$ cat config.mk
export PLATFORM = sky130hd
export DESIGN_NAME = lsa_acq_ctrl
export DESIGN_NICKNAME = d
export VERILOG_FILES = /design/src/rtl/lsa_pkg.sv /design/src/rtl/lsa_halfclk.sv /design/src/rtl/lsa_seq.sv /design/src/rtl/lsa_pixcap.sv /design/src/rtl/lsa_acq_ctrl.sv
export SDC_FILE = /design/constraint.sdc
export NUM_CORES = 1
export LEC_CHECK = 0
export BUFFER_PORTS_ARGS = -buffer_cell sky130_fd_sc_hd__buf_4
export CAP_MARGIN = 25
export CELL_PAD_IN_SITES_DETAIL_PLACEMENT = 0
export CELL_PAD_IN_SITES_GLOBAL_PLACEMENT = 1
export CORE_MARGIN = 4
export CORE_UTILIZATION = 45
export DETAILED_ROUTE_END_ITERATION = 10
export PLACE_DENSITY = 0.77
export SLEW_MARGIN = 5
export SYNTH_ARGS = -nofsm -noshare
export SYNTH_HDL_FRONTEND = slang
export SYNTH_SLANG_ARGS = --single-unit
$ cat constraint.sdc
create_clock -name clk -period 12.2 [get_ports clk]
set_clock_uncertainty 0.1 [all_clocks]
set_input_delay 2.44 -clock clk [delete_from_list [all_inputs] [get_ports clk]]
set_output_delay 2.44 -clock clk [all_outputs]
set_load 0.01 [all_outputs]
$ cat src/rtl/lsa_pkg.sv
package lsa_pkg;
  typedef enum logic [1:0] {
    ST_IDLE  = 2'd0,
    ST_RUN   = 2'd1,
    ST_GAP   = 2'd2,
    ST_INTEG = 2'd3
  } seq_state_e;
endpackage

$ cat src/rtl/lsa_halfclk.sv
// Half-period timer: toggles the pixel clock every half_i system clocks
// while run_i is high; clock parks low otherwise.
module lsa_halfclk #(
  parameter int HALF_W = 8
) (
  input  logic              clk,
  input  logic              rst_n,
  input  logic              run_i,
  input  logic [HALF_W-1:0] half_i,
  output logic              sclk_o,
  output logic              rise_o,
  output logic              fall_o
);
  logic [HALF_W-1:0] cnt_q, cnt_d;
  logic              sclk_q, sclk_d;
  logic              wrap;

  assign wrap = run_i && (cnt_q == (half_i - 1'b1));

  always_comb begin
    cnt_d  = cnt_q;
    sclk_d = sclk_q;
    if (!run_i) begin
      cnt_d  = '0;
      sclk_d = 1'b0;
    end else if (wrap) begin
      cnt_d  = '0;
      sclk_d = ~sclk_q;
    end else begin
      cnt_d  = cnt_q + 1'b1;
    end
  end

  always_ff @(posedge clk or negedge rst_n) begin
    if (!rst_n) begin
      cnt_q  <= '0;
      sclk_q <= 1'b0;
    end else begin
      cnt_q  <= cnt_d;
      sclk_q <= sclk_d;
    end
  end

  assign sclk_o = sclk_q;
  assign rise_o = wrap && !sclk_q;
  assign fall_o = wrap && sclk_q;

  // the clock never moves while the timer is stopped
  p_park_low_r4: assert property (@(posedge clk) disable iff (!rst_n)
    !run_i |=> !sclk_q);
endmodule

$ cat src/rtl/lsa_seq.sv
// Frame sequencer: start acceptance, parameter capture, edge counting,
// frame-start line, and the gap/integration wait before the next frame.
module lsa_seq
  import lsa_pkg::*;
#(
  parameter int NPIX     = 128,
  parameter int MIN_HALF = 13,
  parameter int DIV_W    = 8,
  parameter int DLY_W    = 16,
  parameter int SET_W    = 6,
  localparam int EW      = $clog2(NPIX + 2),
  localparam int IW      = $clog2(NPIX)
) (
  input  logic             clk,
  input  logic             rst_n,
  input  logic             start_i,
  input  logic [DIV_W-1:0] div_i,
  input  logic [DLY_W-1:0] gap_i,
  input  logic [DLY_W-1:0] integ_i,
  input  logic [SET_W-1:0] settle_i,
  input  logic             rise_i,
  input  logic             fall_i,
  output logic             run_o,
  output logic [DIV_W-1:0] half_o,
  output logic             si_o,
  output logic             pix_rise_o,
  output logic [IW-1:0]    pix_num_o,
  output logic [SET_W-1:0] settle_o,
  output logic             frame_start_o
);
  localparam logic [EW-1:0] EDGE_LAST  = EW'(NPIX + 1);
  localparam logic [EW-1:0] EDGE_PIX   = EW'(NPIX);
  localparam logic [EW-1:0] EDGE_FIRST = EW'(1);

  seq_state_e       st_q, st_d;
  logic             si_q, si_d;
  logic [EW-1:0]    ecnt_q, ecnt_d;
  logic [DLY_W-1:0] dcnt_q, dcnt_d;
  logic [DIV_W-1:0] half_q, half_d;
  logic [DLY_W-1:0] gap_q, gap_d;
  logic [DLY_W-1:0] integ_q, integ_d;
  logic [SET_W-1:0] settle_q, settle_d;
  logic [DIV_W-1:0] half_eff;
  logic [DLY_W-1:0] gap_eff;
  logic             accept;

  assign half_eff = (div_i < DIV_W'(MIN_HALF)) ? DIV_W'(MIN_HALF) : div_i;
  assign gap_eff  = (gap_i == '0) ? DLY_W'(1) : gap_i;
  assign accept   = (st_q == ST_IDLE) && start_i;

  always_comb begin
    st_d     = st_q;
    si_d     = si_q;
    ecnt_d   = ecnt_q;
    dcnt_d   = dcnt_q;
    half_d   = half_q;
    gap_d    = gap_q;
    integ_d  = integ_q;
    settle_d = settle_q;
    case (st_q)
      ST_IDLE: begin
        if (start_i) begin
          st_d     = ST_RUN;
          si_d     = 1'b1;
          ecnt_d   = '0;
          half_d   = half_eff;
          gap_d    = gap_eff;
          integ_d  = integ_i;
          settle_d = settle_i;
        end
      end
      ST_RUN: begin
        if (rise_i) ecnt_d = ecnt_q + 1'b1;
        if (fall_i) begin
          if (ecnt_q == EDGE_FIRST) si_d = 1'b0;
          if (ecnt_q == EDGE_LAST) begin
            st_d   = ST_GAP;
            dcnt_d = gap_q - 1'b1;
          end
        end
      end
      ST_GAP: begin
        if (dcnt_q == '0) begin
          if (integ_q == '0) begin
            st_d = ST_IDLE;
          end else begin
            st_d   = ST_INTEG;
            dcnt_d = integ_q - 1'b1;
          end
        end else begin
          dcnt_d = dcnt_q - 1'b1;
        end
      end
      ST_INTEG: begin
        if (dcnt_q == '0) st_d = ST_IDLE;
        else              dcnt_d = dcnt_q - 1'b1;
      end
      default: st_d = ST_IDLE;
    endcase
  end

  always_ff @(posedge clk or negedge rst_n) begin
    if (!rst_n) begin
      st_q     <= ST_IDLE;
      si_q     <= 1'b0;
      ecnt_q   <= '0;
      dcnt_q   <= '0;
      half_q   <= DIV_W'(MIN_HALF);
      gap_q    <= DLY_W'(1);
      integ_q  <= '0;
      settle_q <= '0;
    end else begin
      st_q     <= st_d;
      si_q     <= si_d;
      ecnt_q   <= ecnt_d;
      dcnt_q   <= dcnt_d;
      half_q   <= half_d;
      gap_q    <= gap_d;
      integ_q  <= integ_d;
      settle_q <= settle_d;
    end
  end

  assign run_o         = (st_q == ST_RUN);
  assign half_o        = half_q;
  assign si_o          = si_q;
  assign pix_rise_o    = rise_i && (ecnt_q < EDGE_PIX);
  assign pix_num_o     = ecnt_q[IW-1:0];
  assign settle_o      = settle_q;
  assign frame_start_o = accept;

  // idle never drives the frame-start line
  p_idle_quiet_r1: assert property (@(posedge clk) disable iff (!rst_n)
    (st_q == ST_IDLE) |-> !si_q);
  // the edge count never passes the terminating edge
  p_edges_bounded_r4: assert property (@(posedge clk) disable iff (!rst_n)
    ecnt_q <= EDGE_LAST);
  // no frame-start during the charge-transfer gap
  p_gap_quiet_r7: assert property (@(posedge clk) disable iff (!rst_n)
    (st_q == ST_GAP) |=> !$rose(si_q));
  // a frame-start pulse only ever leaves the idle state
  p_si_from_idle_r11: assert property (@(posedge clk) disable iff (!rst_n)
    $rose(si_q) |-> ($past(st_q) == ST_IDLE));
endmodule

$ cat src/rtl/lsa_pixcap.sv
// Per-pixel convert strobe after a settle delay, ADC result capture and
// a single-entry output slot with overflow reporting.
module lsa_pixcap #(
  parameter int NPIX  = 128,
  parameter int SET_W = 6,
  parameter int SMP_W = 12,
  localparam int IW   = $clog2(NPIX)
) (
  input  logic             clk,
  input  logic             rst_n,
  input  logic             pix_rise_i,
  input  logic [IW-1:0]    pix_num_i,
  input  logic [SET_W-1:0] settle_i,
  input  logic             frame_start_i,
  input  logic             adc_valid_i,
  input  logic [SMP_W-1:0] adc_data_i,
  input  logic             ready_i,
  output logic             conv_o,
  output logic             valid_o,
  output logic [SMP_W-1:0] data_o,
  output logic [IW-1:0]    idx_o,
  output logic             last_o,
  output logic             err_o
);
  localparam logic [IW-1:0] IDX_LAST = IW'(NPIX - 1);

  logic             pend_q, pend_d;
  logic [SET_W-1:0] scnt_q, scnt_d;
  logic [IW-1:0]    pidx_q, pidx_d;
  logic             conv_q, conv_d;
  logic             wait_q, wait_d;
  logic [IW-1:0]    widx_q, widx_d;
  logic             val_q, val_d;
  logic [SMP_W-1:0] dat_q, dat_d;
  logic [IW-1:0]    oidx_q, oidx_d;
  logic             err_q, err_d;
  logic             take, slot_free;

  assign take      = wait_q && adc_valid_i;
  assign slot_free = !val_q || ready_i;

  always_comb begin
    pend_d = pend_q;
    scnt_d = scnt_q;
    pidx_d = pidx_q;
    conv_d = 1'b0;
    wait_d = wait_q;
    widx_d = widx_q;
    val_d  = val_q;
    dat_d  = dat_q;
    oidx_d = oidx_q;
    err_d  = err_q;
    if (val_q && ready_i) val_d = 1'b0;
    if (take) begin
      wait_d = 1'b0;
      if (slot_free) begin
        val_d  = 1'b1;
        dat_d  = adc_data_i;
        oidx_d = widx_q;
      end else begin
        err_d  = 1'b1;
      end
    end
    if (pix_rise_i) begin
      pend_d = 1'b1;
      scnt_d = settle_i;
      pidx_d = pix_num_i;
    end else if (pend_q) begin
      if (scnt_q == '0) begin
        pend_d = 1'b0;
        conv_d = 1'b1;
        wait_d = 1'b1;
        widx_d = pidx_q;
      end else begin
        scnt_d = scnt_q - 1'b1;
      end
    end
    if (frame_start_i) err_d = 1'b0;
  end

  always_ff @(posedge clk or negedge rst_n) begin
    if (!rst_n) begin
      pend_q <= 1'b0;
      scnt_q <= '0;
      pidx_q <= '0;
      conv_q <= 1'b0;
      wait_q <= 1'b0;
      widx_q <= '0;
      val_q  <= 1'b0;
      dat_q  <= '0;
      oidx_q <= '0;
      err_q  <= 1'b0;
    end else begin
      pend_q <= pend_d;
      scnt_q <= scnt_d;
      pidx_q <= pidx_d;
      conv_q <= conv_d;
      wait_q <= wait_d;
      widx_q <= widx_d;
      val_q  <= val_d;
      dat_q  <= dat_d;
      oidx_q <= oidx_d;
      err_q  <= err_d;
    end
  end

  assign conv_o  = conv_q;
  assign valid_o = val_q;
  assign data_o  = dat_q;
  assign idx_o   = oidx_q;
  assign last_o  = val_q && (oidx_q == IDX_LAST);
  assign err_o   = err_q;

  // strobe lasts a single system clock
  p_conv_single_r5: assert property (@(posedge clk) disable iff (!rst_n)
    conv_q |=> !conv_q);
  // a stalled word is held unchanged
  p_hold_stable_r8: assert property (@(posedge clk) disable iff (!rst_n)
    (val_q && !ready_i) |=> (val_q && $stable(dat_q) && $stable(oidx_q)));
  // a result landing on a full, stalled slot raises the flag
  p_overflow_flag_r9: assert property (@(posedge clk) disable iff (!rst_n)
    (take && val_q && !ready_i && !frame_start_i) |=> (err_q && $stable(dat_q)));
  // a stray result with nothing outstanding yields no word
  p_stray_ignored_r10: assert property (@(posedge clk) disable iff (!rst_n)
    (!wait_q && adc_valid_i && !val_q) |=> !val_q);
endmodule

$ cat src/rtl/lsa_acq_ctrl.sv
// Top: reset release, pixel clock timer, frame sequencer, pixel capture.
module lsa_acq_ctrl #(
  parameter int NPIX     = 128,
  parameter int MIN_HALF = 13,
  parameter int DIV_W    = 8,
  parameter int DLY_W    = 16,
  parameter int SET_W    = 6,
  parameter int SMP_W    = 12,
  localparam int IDX_W   = $clog2(NPIX)
) (
  input  logic             clk,
  input  logic             rst_n,
  input  logic             start_i,
  input  logic [DIV_W-1:0] div_i,
  input  logic [DLY_W-1:0] gap_i,
  input  logic [DLY_W-1:0] integ_i,
  input  logic [SET_W-1:0] settle_i,
  output logic             sen_si_o,
  output logic             sen_clk_o,
  output logic             adc_conv_o,
  input  logic             adc_valid_i,
  input  logic [SMP_W-1:0] adc_data_i,
  output logic             pix_valid_o,
  input  logic             pix_ready_i,
  output logic [SMP_W-1:0] pix_data_o,
  output logic [IDX_W-1:0] pix_idx_o,
  output logic             pix_last_o,
  output logic             busy_err_o
);
  logic [1:0]       rs_q;
  logic             rst_s;
  logic             run, rise, fall, pix_rise, frame_start;
  logic [DIV_W-1:0] half;
  logic [IDX_W-1:0] pix_num;
  logic [SET_W-1:0] settle;

  always_ff @(posedge clk or negedge rst_n) begin
    if (!rst_n) rs_q <= 2'b00;
    else        rs_q <= {rs_q[0], 1'b1};
  end
  assign rst_s = rs_q[1];

  lsa_halfclk #(.HALF_W(DIV_W)) u_clk (
    .clk    (clk),
    .rst_n  (rst_s),
    .run_i  (run),
    .half_i (half),
    .sclk_o (sen_clk_o),
    .rise_o (rise),
    .fall_o (fall)
  );

  lsa_seq #(
    .NPIX(NPIX), .MIN_HALF(MIN_HALF), .DIV_W(DIV_W),
    .DLY_W(DLY_W), .SET_W(SET_W)
  ) u_seq (
    .clk           (clk),
    .rst_n         (rst_s),
    .start_i       (start_i),
    .div_i         (div_i),
    .gap_i         (gap_i),
    .integ_i       (integ_i),
    .settle_i      (settle_i),
    .rise_i        (rise),
    .fall_i        (fall),
    .run_o         (run),
    .half_o        (half),
    .si_o          (sen_si_o),
    .pix_rise_o    (pix_rise),
    .pix_num_o     (pix_num),
    .settle_o      (settle),
    .frame_start_o (frame_start)
  );

  lsa_pixcap #(.NPIX(NPIX), .SET_W(SET_W), .SMP_W(SMP_W)) u_cap (
    .clk           (clk),
    .rst_n         (rst_s),
    .pix_rise_i    (pix_rise),
    .pix_num_i     (pix_num),
    .settle_i      (settle),
    .frame_start_i (frame_start),
    .adc_valid_i   (adc_valid_i),
    .adc_data_i    (adc_data_i),
    .ready_i       (pix_ready_i),
    .conv_o        (adc_conv_o),
    .valid_o       (pix_valid_o),
    .data_o        (pix_data_o),
    .idx_o         (pix_idx_o),
    .last_o        (pix_last_o),
    .err_o         (busy_err_o)
  );

  // frame-start rises only while the pixel clock is low
  p_si_rise_clk_low_r2: assert property (@(posedge clk) disable iff (!rst_s)
    $rose(sen_si_o) |-> !sen_clk_o);
  // frame-start drops together with a pixel clock fall
  p_si_fall_with_clk_r2: assert property (@(posedge clk) disable iff (!rst_s)
    $fell(sen_si_o) |-> $fell(sen_clk_o));
endmodule

; ---- Yosys cells after proc, flatten, opt, wreduce, memory -nomap -nowiden
; Index checks and enable logic that the tools add are counted.
[op_classes]
add_sub_neg = 7
magnitude_cmp = 2
eq_ne = 19
mux = 45
bitwise_logic = 2
n_reduce_logical = 29
[ops]
columns = op, n
row1 = $mux W16, 6
row2 = $logic_not A16 Y1, 3
row3 = $pmux W16 S3, 1
row4 = $sub A16 B1 Y16 const B, 3
row5 = $mux W8, 5
row6 = $mux W1, 21
row7 = $mux W6, 3
row8 = $add A8 B1 Y8 const B, 2
row9 = $pmux W8 S2, 1
row10 = $mux W2, 6
row11 = $ne A2 B2 Y1 const B, 6
row12 = $ne A2 B1 Y1 const B, 5
row13 = $reduce_and A5 Y1, 2
row14 = $eq A8 B1 Y1 const B, 1
row15 = $eq A8 B8 Y1, 1
row16 = $eq A8 B8 Y1 const B, 1
row17 = $logic_and A1 B1 Y1, 8
row18 = $lt A8 B4 Y1 const B, 1
row19 = $lt A8 B8 Y1 const B, 1
row20 = $pmux W2 S4, 1
row21 = $reduce_and A2 Y1, 4
row22 = $sub A8 B1 Y8 const B, 1
row23 = $eq A7 B7 Y1 const B, 1
row24 = $logic_not A6 Y1, 1
row25 = other kinds (13), 19
[word_totals]
register_bits = 128
input_bits = 63
elab_cells = 125

; ---- Depth between registers and ports, before layout
; Gate-level depths: netlist of run 1.
[logic_depth]
ltp_word = 7
depth_mapped = 10
ltp_nobuf = 9

; ---- Hierarchy
; From an unflattened synthesis of run 1, not the netlist that was laid out.
[unflattened]
hier_cells = 697
area_unflattened_um2 = 6665.1
[modules_own_cells]
columns = module, n_inst, cells_each, area_per_inst_um2
row1 = lsa_seq, 1, 488, 4101.4
row2 = lsa_pixcap, 1, 130, 1834.3
row3 = lsa_halfclk, 1, 76, 675.6
row4 = lsa_acq_ctrl, 1, 3, 53.8

; ---- Worst setup path before layout of run 1
; Ideal clock, no wire load.
[synth_timing]
path_type = input port to flip-flop
startpoint = input port pix_ready_i
endpoint = register u_cap.dat_q[10] (netlist: u_cap.data_o[10])
setup_time_ps = 125
t_arrival_ps = 3694
required_time_ps = 11975
setup_slack_ps = 8281
stages = 4
cell_sequence = nor2b_1 -> nor2_1 -> clkbuf_1 -> mux2_2
[synth_via]
elab_chain_cells = 2
[synth_rtl]
columns = item, line_no
row1 = "start, declared", lsa_acq_ctrl.sv:24  ; input logic pix_ready_i,
row2 = $logic_or A1 B1 Y1, lsa_pixcap.sv:40  ; assign slot_free = !val_q || ready_i;
row3 = $reduce_and A2 Y1 (no source line), n/a
row4 = "end signal, assigned", lsa_pixcap.sv:101  ; dat_q <= dat_d;
row5 = "end, declared", lsa_pixcap.sv:34  ; logic [SMP_W-1:0] dat_q, dat_d;
; No other way between the ends.
; A chain may end at the register's enable or synchronous reset.

; ---- Worst setup path in the final report of run 1
[layout_timing]
startpoint = input port start_i
endpoint = register u_seq.integ_q[13]
[layout_via]
elab_chain_cells = 1
[layout_rtl]
columns = item, line_no
row1 = "start, declared", lsa_acq_ctrl.sv:13  ; input logic start_i,
row2 = $reduce_and A2 Y1 (no source line), n/a
row3 = "end signal, assigned", lsa_seq.sv:119  ; integ_q <= integ_d;
row4 = "end, declared", lsa_seq.sv:41  ; logic [DLY_W-1:0] integ_q, integ_d;
; No other way between the ends.

==> flow_summary.yaml, run 1 <==
grt:
  grt_max_degree: 64
  antenna_found_initial: 0
  grt_pass1_vias: 5110
  grt_pass1_wl_mm: 26.1
  grt_remaining_overflow: 0
  grt_use_total_pct: 19.8
power:
  pwr-share-comb_pct: 5.6
  seqPwrFrac_pct: 45.3
  p_sw_uw: 224
  power_density_nw_per_um2: 122
  p_sw_share_pct: 23.0
  power.total_uw: 977
  p_int_uw: 753
  pwr-share-clk_pct: 49.0
  power_leakage_nw: 3.64
  ir_drop_mv: 0.0831
timing:
  rsz0062_at_grt: "no"
  max_freq_mhz: 267
  hold_viol: 0
  worst_slew_pin_slew_ns: 0.907
  relSlewSlack_pct: 39.0
  timing.final.setup_violations: 0
  period_minus_slack_ns: 3.75
  fin_tns_setup_ns: 0
  post-route-period-util_pct: 30.7
  maxSlewViolCount: 0
drt:
  routed_wl_mm: 15.6
  drc: 0
  dr.pass1.iters: 5
  drtIter0Drc: 381
  antenna_left: 0
  viasPerCell: 5.65
  vias: 5048
  post_drt_wl_per_cell_um: 17.5
critical_path:
  crit_end: "u_seq.integ_q[13]$_DFFE_PN0P_"
  critPathArrivalTime_ns: 3.95
  worstSetupStartpoint: "start_i"
  crit_family: "buffers and inverters"
  cp-start-kind: "input port"
  reg2reg_depth: 9
  max_stage_delay_ns: 0.51
  r2r_setup_slack_ns: 8.68
  crit_type: "input port to register"
  crit_required_ns: 12.40
  worstSetupEndpointType: "register"
  critPathMaxFanout: 38
  cp_slowest_cell: "and3_2"
  crit_top_cell: "buf_4"
  reg2reg_to: "u_seq.dcnt_q[3]$_DFFE_PN0P_"
  cp_num_buf_inv: 2
  crit_cells: 4
  r2r_start: "u_seq.half_o[0]$_DFFE_PN1P_"
  crit_chain: "buf_4, and3_2, buf_4, mux2_2"
cells_and_area:
  multi_input_area_um2: 3210
  nets: 774
  drive_above_1_share_pct: 30.0
  area_growth_pct: 21.5
  nFillCells: 1226
  diodes: 0
  regArea_um2: 3210
cts:
  numCtsBuffers: 17
  root_buffer: "clkbuf_16"
  htree_levels: 4
  post_cts_resized: 0
  cts_hold_buf: 0
  numClockSinks: 128
  cts_setup_buffers: 0
  clockBufferDepth: 2
  cts_tree: "yes"
  clkTransAtPathRegs_ns: 0.06
  clk_latency_ns: 0.42
yosys:
  yosysSeqAreaShare_pct: 48.6
  syn-cell-area_um2: 6600
  async_reset_ff_share_pct: 100
  synth_area_leaders: "dfrtp_1 (47%), mux2_2 (12%), xnor2_1 (3.8%), xor2_1 (2.7%), nor2_1 (2.6%)"
  synth_warnings: 0
  synth_top_area_share_pct: 47.0
  synth_commonest_cells: "dfrtp_1 (124), mux2_2 (73), nor2_1 (46), nand2_1 (30), xnor2_1 (29)"
  yosys.area.top_type: "dfrtp_1"
  syn_inst: 612
  yosysUniqueCellTypes: 63
  ys_ff_latch: 128
  synth_edf_count: 0
  syn-num-nets: 685
  synth_ff_type: "dfrtp_1"
  yosysMostFrequentCell: "dfrtp_1"
  postSynthAreaPerCell_um2: 10.8
die:
  rows: 43
  dieWidth_um: 129
  fp.dieArea_um2: 16700
  core_area_um2: 14100
  die_h_um: 129
  start_util_pct: 46.8
  io_pins: 88
run:
  maxCapViolCount: 0
place:
  dp_hpwl_mm: 11.2
  port_buffers: 87
  globalplace.congestion: 0.872
status:
  status: "finished, final reports clean"
min_path:
  hold_class: "register to asynchronous set/reset pin"
-- sequential cells by signal, summed over array words and instances (netlist names), 6 cells and up --
name / flops
u_seq.settle_o: 6
u_cap.idx_o: 7
u_cap.scnt_q: 6
u_cap.pidx_q: 7
u_clk.cnt_q: 8
u_cap.widx_q: 7
u_cap.data_o: 12
u_seq.ecnt_q: 8
u_seq.gap_q: 16
u_seq.dcnt_q: 16
u_seq.integ_q: 16
u_seq.half_o: 8
-- power groups by stage --
stage,sequential [mW],clock [mW],combinational [mW]
6_report,0.443,0.479,0.0552
5_1_grt,0.444,0.509,0.0600
4_1_cts,0.443,0.487,0.0565
2_1_floorplan,0.457,0,0.0112
3_5_place_dp,0.450,0,0.0563
3_3_place_gp,0.450,0,0.0545
-- cells by family after synthesis --
group           count (synthesis)  synth area share (%)
simple gates                  197                  16.1
buf+inv                        47                  2.82
fa+ha+maj                      10                  1.90
xor+xnor                       49                  6.50
flops                         128                  48.6
other cells                     1                0.0568
mux                            84                  14.3
compound gates                 96                  9.80
-- cell usage in the layout, fill, tap and decap left out, drive strengths merged, types with 20 or more instances in the layout --
cell    instances
nand3          22
dfrtp         124
xor2           20
a21oi          23
buf            95
nor4           20
nor2           47
nand2          30
clkbuf         20
mux2           80
inv            24
xnor2          29
-- per-layer routing --
metal / part of all wire, % / vias to the layer above / GRT usage, %
met4: 1.5 / 0 / 5.87
met1: 44 / 2491 / 26.3
li1: - / 2416 / -
met3: 4.6 / 21 / 4.91
met5: 0 / - / 0
met2: 50 / 120 / 32.1
-- worst min-delay path by stage --
stage	from	endpoint	slack, ns	cells past startpoint
5_1_grt	rs_q[1]$_DFF_PN0_	u_cap.conv_o$_DFF_PN0_	0.27	0
2_1_floorplan	rs_q[0]$_DFF_PN0_	rs_q[1]$_DFF_PN0_	0.23	0
4_1_cts	rs_q[1]$_DFF_PN0_	u_cap.conv_o$_DFF_PN0_	0.24	0
3_5_place_dp	rs_q[1]$_DFF_PN0_	u_cap.conv_o$_DFF_PN0_	0.23	0
6_report	rs_q[1]$_DFF_PN0_	u_cap.conv_o$_DFF_PN0_	0.21	0
3_3_place_gp	rs_q[1]$_DFF_PN0_	u_cap.conv_o$_DFF_PN0_	0.22	0
-- metrics by stage --
step	utilization (%)	std cells	setup slack [ns]	hold slack (ns)	instance area, um2
3_5_place_dp	52.9	861	8.01	0.232	7450
2_1_floorplan	-	612	8.28	0.231	6600
5_1_grt	56.9	894	8.36	0.269	8020
3_3_place_gp	52.7	860	8.05	0.223	7420
6_report	56.9	894	8.45	0.211	8020
4_1_cts	56.8	893	8.44	0.240	8010
-- cell type report --
type	instances	area share [%]
clock inverters	12	1.39
flip-flops and latches	128	40.1
clock buffers	20	5.57
multi-input cells	437	40.0
repair buffers	95	9.14
inverters	22	1.03
well taps	180	2.81
No activity file was read; power rests on OpenSTA's default activity.
==> run 2, diff against run 1 <==
CORE_UTILIZATION = 41   (was 45)
PLACE_DENSITY = 0.74   (was 0.77)
clock period = 3.35 ns   (was 12.2 ns; I/O delays follow)
==> flow_summary.yaml, run 2 (same netlist as run 1, synthesis figures left out) <==
drt:
  vias: 5064
  routed_wl_mm: 15.9
  post_drt_wl_per_cell_um: 16.9
  drc: 0
  drtIter0Drc: 245
  viasPerCell: 5.38
  dr.pass1.iters: 4
  antenna_left: 0
cts:
  clockBufferDepth: 2
  htree_levels: 4
  post_cts_resized: 0
  clkTransAtPathRegs_ns: 0.06
  clk_latency_ns: 0.42
  numClockSinks: 128
  cts_setup_buffers: 0
  cts_hold_buf: 1
  cts_tree: "yes"
  numCtsBuffers: 17
  root_buffer: "clkbuf_16"
place:
  place_ws_ns: 0.351
  dp_hpwl_mm: 11.7
  globalplace.congestion: 0.950
  port_buffers: 87
  place_area_um2: 7590
die:
  fp.dieArea_um2: 18200
  dieWidth_um: 135
  die_h_um: 135
  core_area_um2: 15800
  io_pins: 88
  rows: 46
  start_util_pct: 41.7
cells_and_area:
  final_cell_mix: "dfrtp_1 (123), buf_4 (104), mux2_2 (73)"
  layout_commonest_cell: "dfrtp_1"
  drive_above_1_share_pct: 31.3
  reg.largest.list: "u_seq.dcnt_q: 16 flops, u_seq.gap_q: 16 flops, u_seq.integ_q: 16 flops"
  nets: 786
  post-route-util_pct: 52.0
  area_growth_pct: 24.7
  final_area_um2: 8230
  diodes: 0
timing:
  finalWorstSetupSlack_ns: 0.299
  period_minus_slack_ns: 3.05
  max_freq_mhz: 328
  maxSlewViolCount: 0
  post-route-period-util_pct: 91.1
  hold_viol: 0
  rsz0062_at_grt: "no"
  worst_slew_pin_slew_ns: 0.892
  timing.final.setup_violations: 0
  relSlewSlack_pct: 40.0
  fin_tns_setup_ns: 0
min_path:
  hold_class: "register to register"
  hold_path.startpoint: "rs_q[0]$_DFF_PN0_"
status:
  status: "finished, final reports clean"
critical_path:
  worstSetupStartpoint: "u_seq.half_o[2]$_DFFE_PN1P_"
  crit_type: "register to register"
  reg2reg_to: "u_cap.widx_q[3]$_DFFE_PN0P_"
  r2r_start: "u_seq.half_o[2]$_DFFE_PN1P_"
  critPathArrivalTime_ns: 3.25
  cp-start-kind: "register"
  crit_end: "u_cap.widx_q[3]$_DFFE_PN0P_"
  r2r_setup_slack_ns: 0.30
  critPathMaxFanout: 17
  reg2reg_depth: 6
  crit_required_ns: 3.55
  worstSetupEndpointType: "register"
grt:
  grt_pass1_vias: 5242
  grt_remaining_overflow: 0
  busiest_layer: "met2"
  grt_use_total_pct: 18.5
  grt_max_degree: 74
  use_met1_pct: 24.7
  grt_pass1_wl_mm: 26.8
  use_met2_pct: 30.2
  antenna_found_initial: 0
  grt.met3_usage_pct: 4.25
run:
  maxCapViolCount: 0
power:
  power_density_nw_per_um2: 457
  power_leakage_nw: 3.75
  ir_drop_mv: 0.347
  power.total_mw: 3.76
==> run 2: critical path, stage by stage (launching register included) <==
cell	delay, ns
dfstp_2	0.41
nor4_1	0.55
a21oi_1	0.18
nor4_2	0.44
nand4_2	0.44
o21a_1	0.45
mux2_1	0.37
==> run 2: worst min-delay path by stage <==
stage,endpoint,cells past startpoint
floorplan,rs_q[1]$_DFF_PN0_,0
global placement,rs_q[1]$_DFF_PN0_,0
detailed placement,rs_q[1]$_DFF_PN0_,0
CTS,rs_q[1]$_DFF_PN0_,0
global route,rs_q[1]$_DFF_PN0_,0
finish,rs_q[1]$_DFF_PN0_,0
==> run 2: layout make-up <==
| type | count | area (um2) |
|---|---|---|
| clock inverters | 15 | 200 |
| multi-input cells | 437 | 3210 |
| flip-flops and latches | 128 | 3210 |
| fillers | 1439 | 7600 |
| inverters | 22 | 82.6 |
| clock buffers | 17 | 425 |
| well taps | 216 | 270 |
| repair buffers | 107 | 831 |
==> run 2: metal layers <==
metal / wire length (um) / vias to the layer above
met4: 219 / 0
met2: 8140 / 87
li1: - / 2439
met1: 7090 / 2518
met3: 486 / 20
met5: 0 / -
==> run 2: power breakdown <==
group          leakage, nW  total, mW  switching (mW)  internal, mW
Clock                0.305       1.95           0.752          1.20
Sequential            1.61       1.61          0.0317          1.58
Combinational         1.83      0.201          0.0828         0.118
==> run 2: per-stage QoR <==
step,hold WS (ns),cells
after floorplan,0.231,612
after global routing,0.267,942
after global placement,0.235,909
after detailed placement,0.247,909
after CTS,0.262,942
final,0.258,942
==> run 3, diff against run 2 <==
RECOVER_POWER = 50   (was unset)
==> flow_summary.yaml, run 3 (same netlist as run 1, synthesis figures left out) <==
status:
  status: "finished with violations"
  violations: "capacitance limit, slew limit"
cts:
  clk_latency_ns: 0.42
  cts_tree: "yes"
  htree_levels: 4
  cts_setup_buffers: 0
  numCtsBuffers: 17
  root_buffer: "clkbuf_16"
  cts_hold_buf: 1
  clkTransAtPathRegs_ns: 0.06
  post_cts_resized: 0
  numClockSinks: 128
  clockBufferDepth: 2
timing:
  relSlewSlack_pct: -43.4
  worst_slew_pin_slew_ns: 2.15
  period_minus_slack_ns: 3.05
  rsz0062_at_grt: "no"
  maxSlewViolCount: 54
  hold_viol: 0
  post-route-period-util_pct: 91.1
  fin_tns_setup_ns: 0
  timing.final.setup_violations: 0
  max_freq_mhz: 328
critical_path:
  cp-start-kind: "register"
  crit_type: "register to register"
  critPathMaxFanout: 17
  worstSetupEndpointType: "register"
  critPathArrivalTime_ns: 3.25
  crit_required_ns: 3.55
die:
  start_util_pct: 41.7
  die_h_um: 135
  rows: 46
  io_pins: 88
  core_area_um2: 15800
  dieWidth_um: 135
  fp.dieArea_um2: 18200
drt:
  drc: 0
  top_layer_used: "met4"
  post_drt_wl_per_cell_um: 16.9
  met2_length_mm: 8.17
  antenna_left: 0
  drt-met1-wl_mm: 7.07
  wl_met3_um: 502
  drtIter0Drc: 245
  vias: 5071
  dr.pass1.iters: 4
  viasPerCell: 5.38
  routed_wl_mm: 15.9
grt:
  antenna_found_initial: 0
  grt_use_total_pct: 18.5
  grt_pass1_wl_mm: 26.8
  grt_remaining_overflow: 0
  grt_pass1_vias: 5242
  grt_max_degree: 74
cells_and_area:
  area_growth_pct: 24.0
  reg.largest.list: "u_seq.dcnt_q: 16 flops, u_seq.gap_q: 16 flops, u_seq.integ_q: 16 flops"
  nFillCells: 1446
  instances_no_fill: 942
  final_cell_mix: "dfrtp_1 (124), buf_4 (94), mux2_2 (73)"
  diodes: 0
  drive_above_1_share_pct: 29.6
  layout_commonest_cell: "dfrtp_1"
  nets: 786
power:
  power_density_nw_per_um2: 457
  power_leakage_nw: 3.71
  ir_drop_mv: 0.343
run:
  maxCapViolCount: 1
place:
  port_buffers: 87
  dp_hpwl_mm: 11.7
  dp.cells: 909
  globalplace.congestion: 0.950
min_path:
  hold_class: "register to register"
run 3: cell count changes in the layout (fill, tap and decap cells not counted), sizes merged:
cell    delta
buf       -10
clkbuf    +10
run 3: worst max-delay path, stage by stage, from the launching register on:
cell and delay (ns):
dfstp_2 0.41, nor4_1 0.55, a21oi_1 0.18, nor4_2 0.44, nand4_2 0.44, o21a_1 0.45
mux2_1 0.37
run 3: metrics by stage:
| step | hold slack (ns) | cell area, um2 | total power, mW | utilization [%] | setup slack (ns) |
|---|---|---|---|---|---|
| floorplan | 0.231 | 6600 | 1.70 | - | 0.648 |
| global placement | 0.235 | 7590 | 1.84 | 48.0 | 0.495 |
| detailed placement | 0.247 | 7590 | 1.84 | 48.0 | 0.351 |
| CTS | 0.262 | 8230 | 3.81 | 52.0 | 0.335 |
| global route | 0.267 | 8190 | 3.89 | 51.7 | 0.122 |
| finish | 0.257 | 8190 | 3.74 | 51.7 | 0.298 |
run 3: path summary, 6_finish.rpt:
| kind | cells after the start | from | to | slack [ns] |
|---|---|---|---|---|
| min reg2reg | 0 | rs_q[0]$_DFF_PN0_ | rs_q[1]$_DFF_PN0_ | 0.26 |
| max in group asynchronous | 1 | rs_q[1]$_DFF_PN0_ | u_seq.half_o[3]$_DFFE_PN1P_ | 1.07 |
| min in group asynchronous | 2 | rst_n | rs_q[0]$_DFF_PN0_ | 0.46 |
| max | 6 | u_seq.half_o[2]$_DFFE_PN1P_ | u_cap.widx_q[3]$_DFFE_PN0P_ | 0.30 |
| min | 0 | rs_q[0]$_DFF_PN0_ | rs_q[1]$_DFF_PN0_ | 0.26 |
| max reg2reg | 6 | u_seq.half_o[2]$_DFFE_PN1P_ | u_cap.widx_q[3]$_DFFE_PN0P_ | 0.30 |
run 3: cell type report:
class	count	area (um2)	share of cell area (%)
flip-flops and latches	128	3210	39.2
multi-input cells	437	3210	39.2
repair buffers	107	793	9.69
clock buffers	17	425	5.20
well taps	216	270	3.30
clock inverters	15	200	2.45
inverters	22	82.6	1.01
run 3: per-layer routing:
| metal | track usage, % | vias to the layer above |
|---|---|---|
| li1 | - | 2438 |
| met1 | 24.7 | 2523 |
| met2 | 30.2 | 93 |
| met3 | 4.25 | 17 |
| met4 | 5.88 | 0 |
| met5 | 0 | - |
run 3: report_power, final:
| group | switching (mW) | internal [mW] | total, mW |
|---|---|---|---|
| logic | 0.0829 | 0.104 | 0.187 |
| clock network | 0.748 | 1.20 | 1.94 |
| registers | 0.0312 | 1.58 | 1.61 |
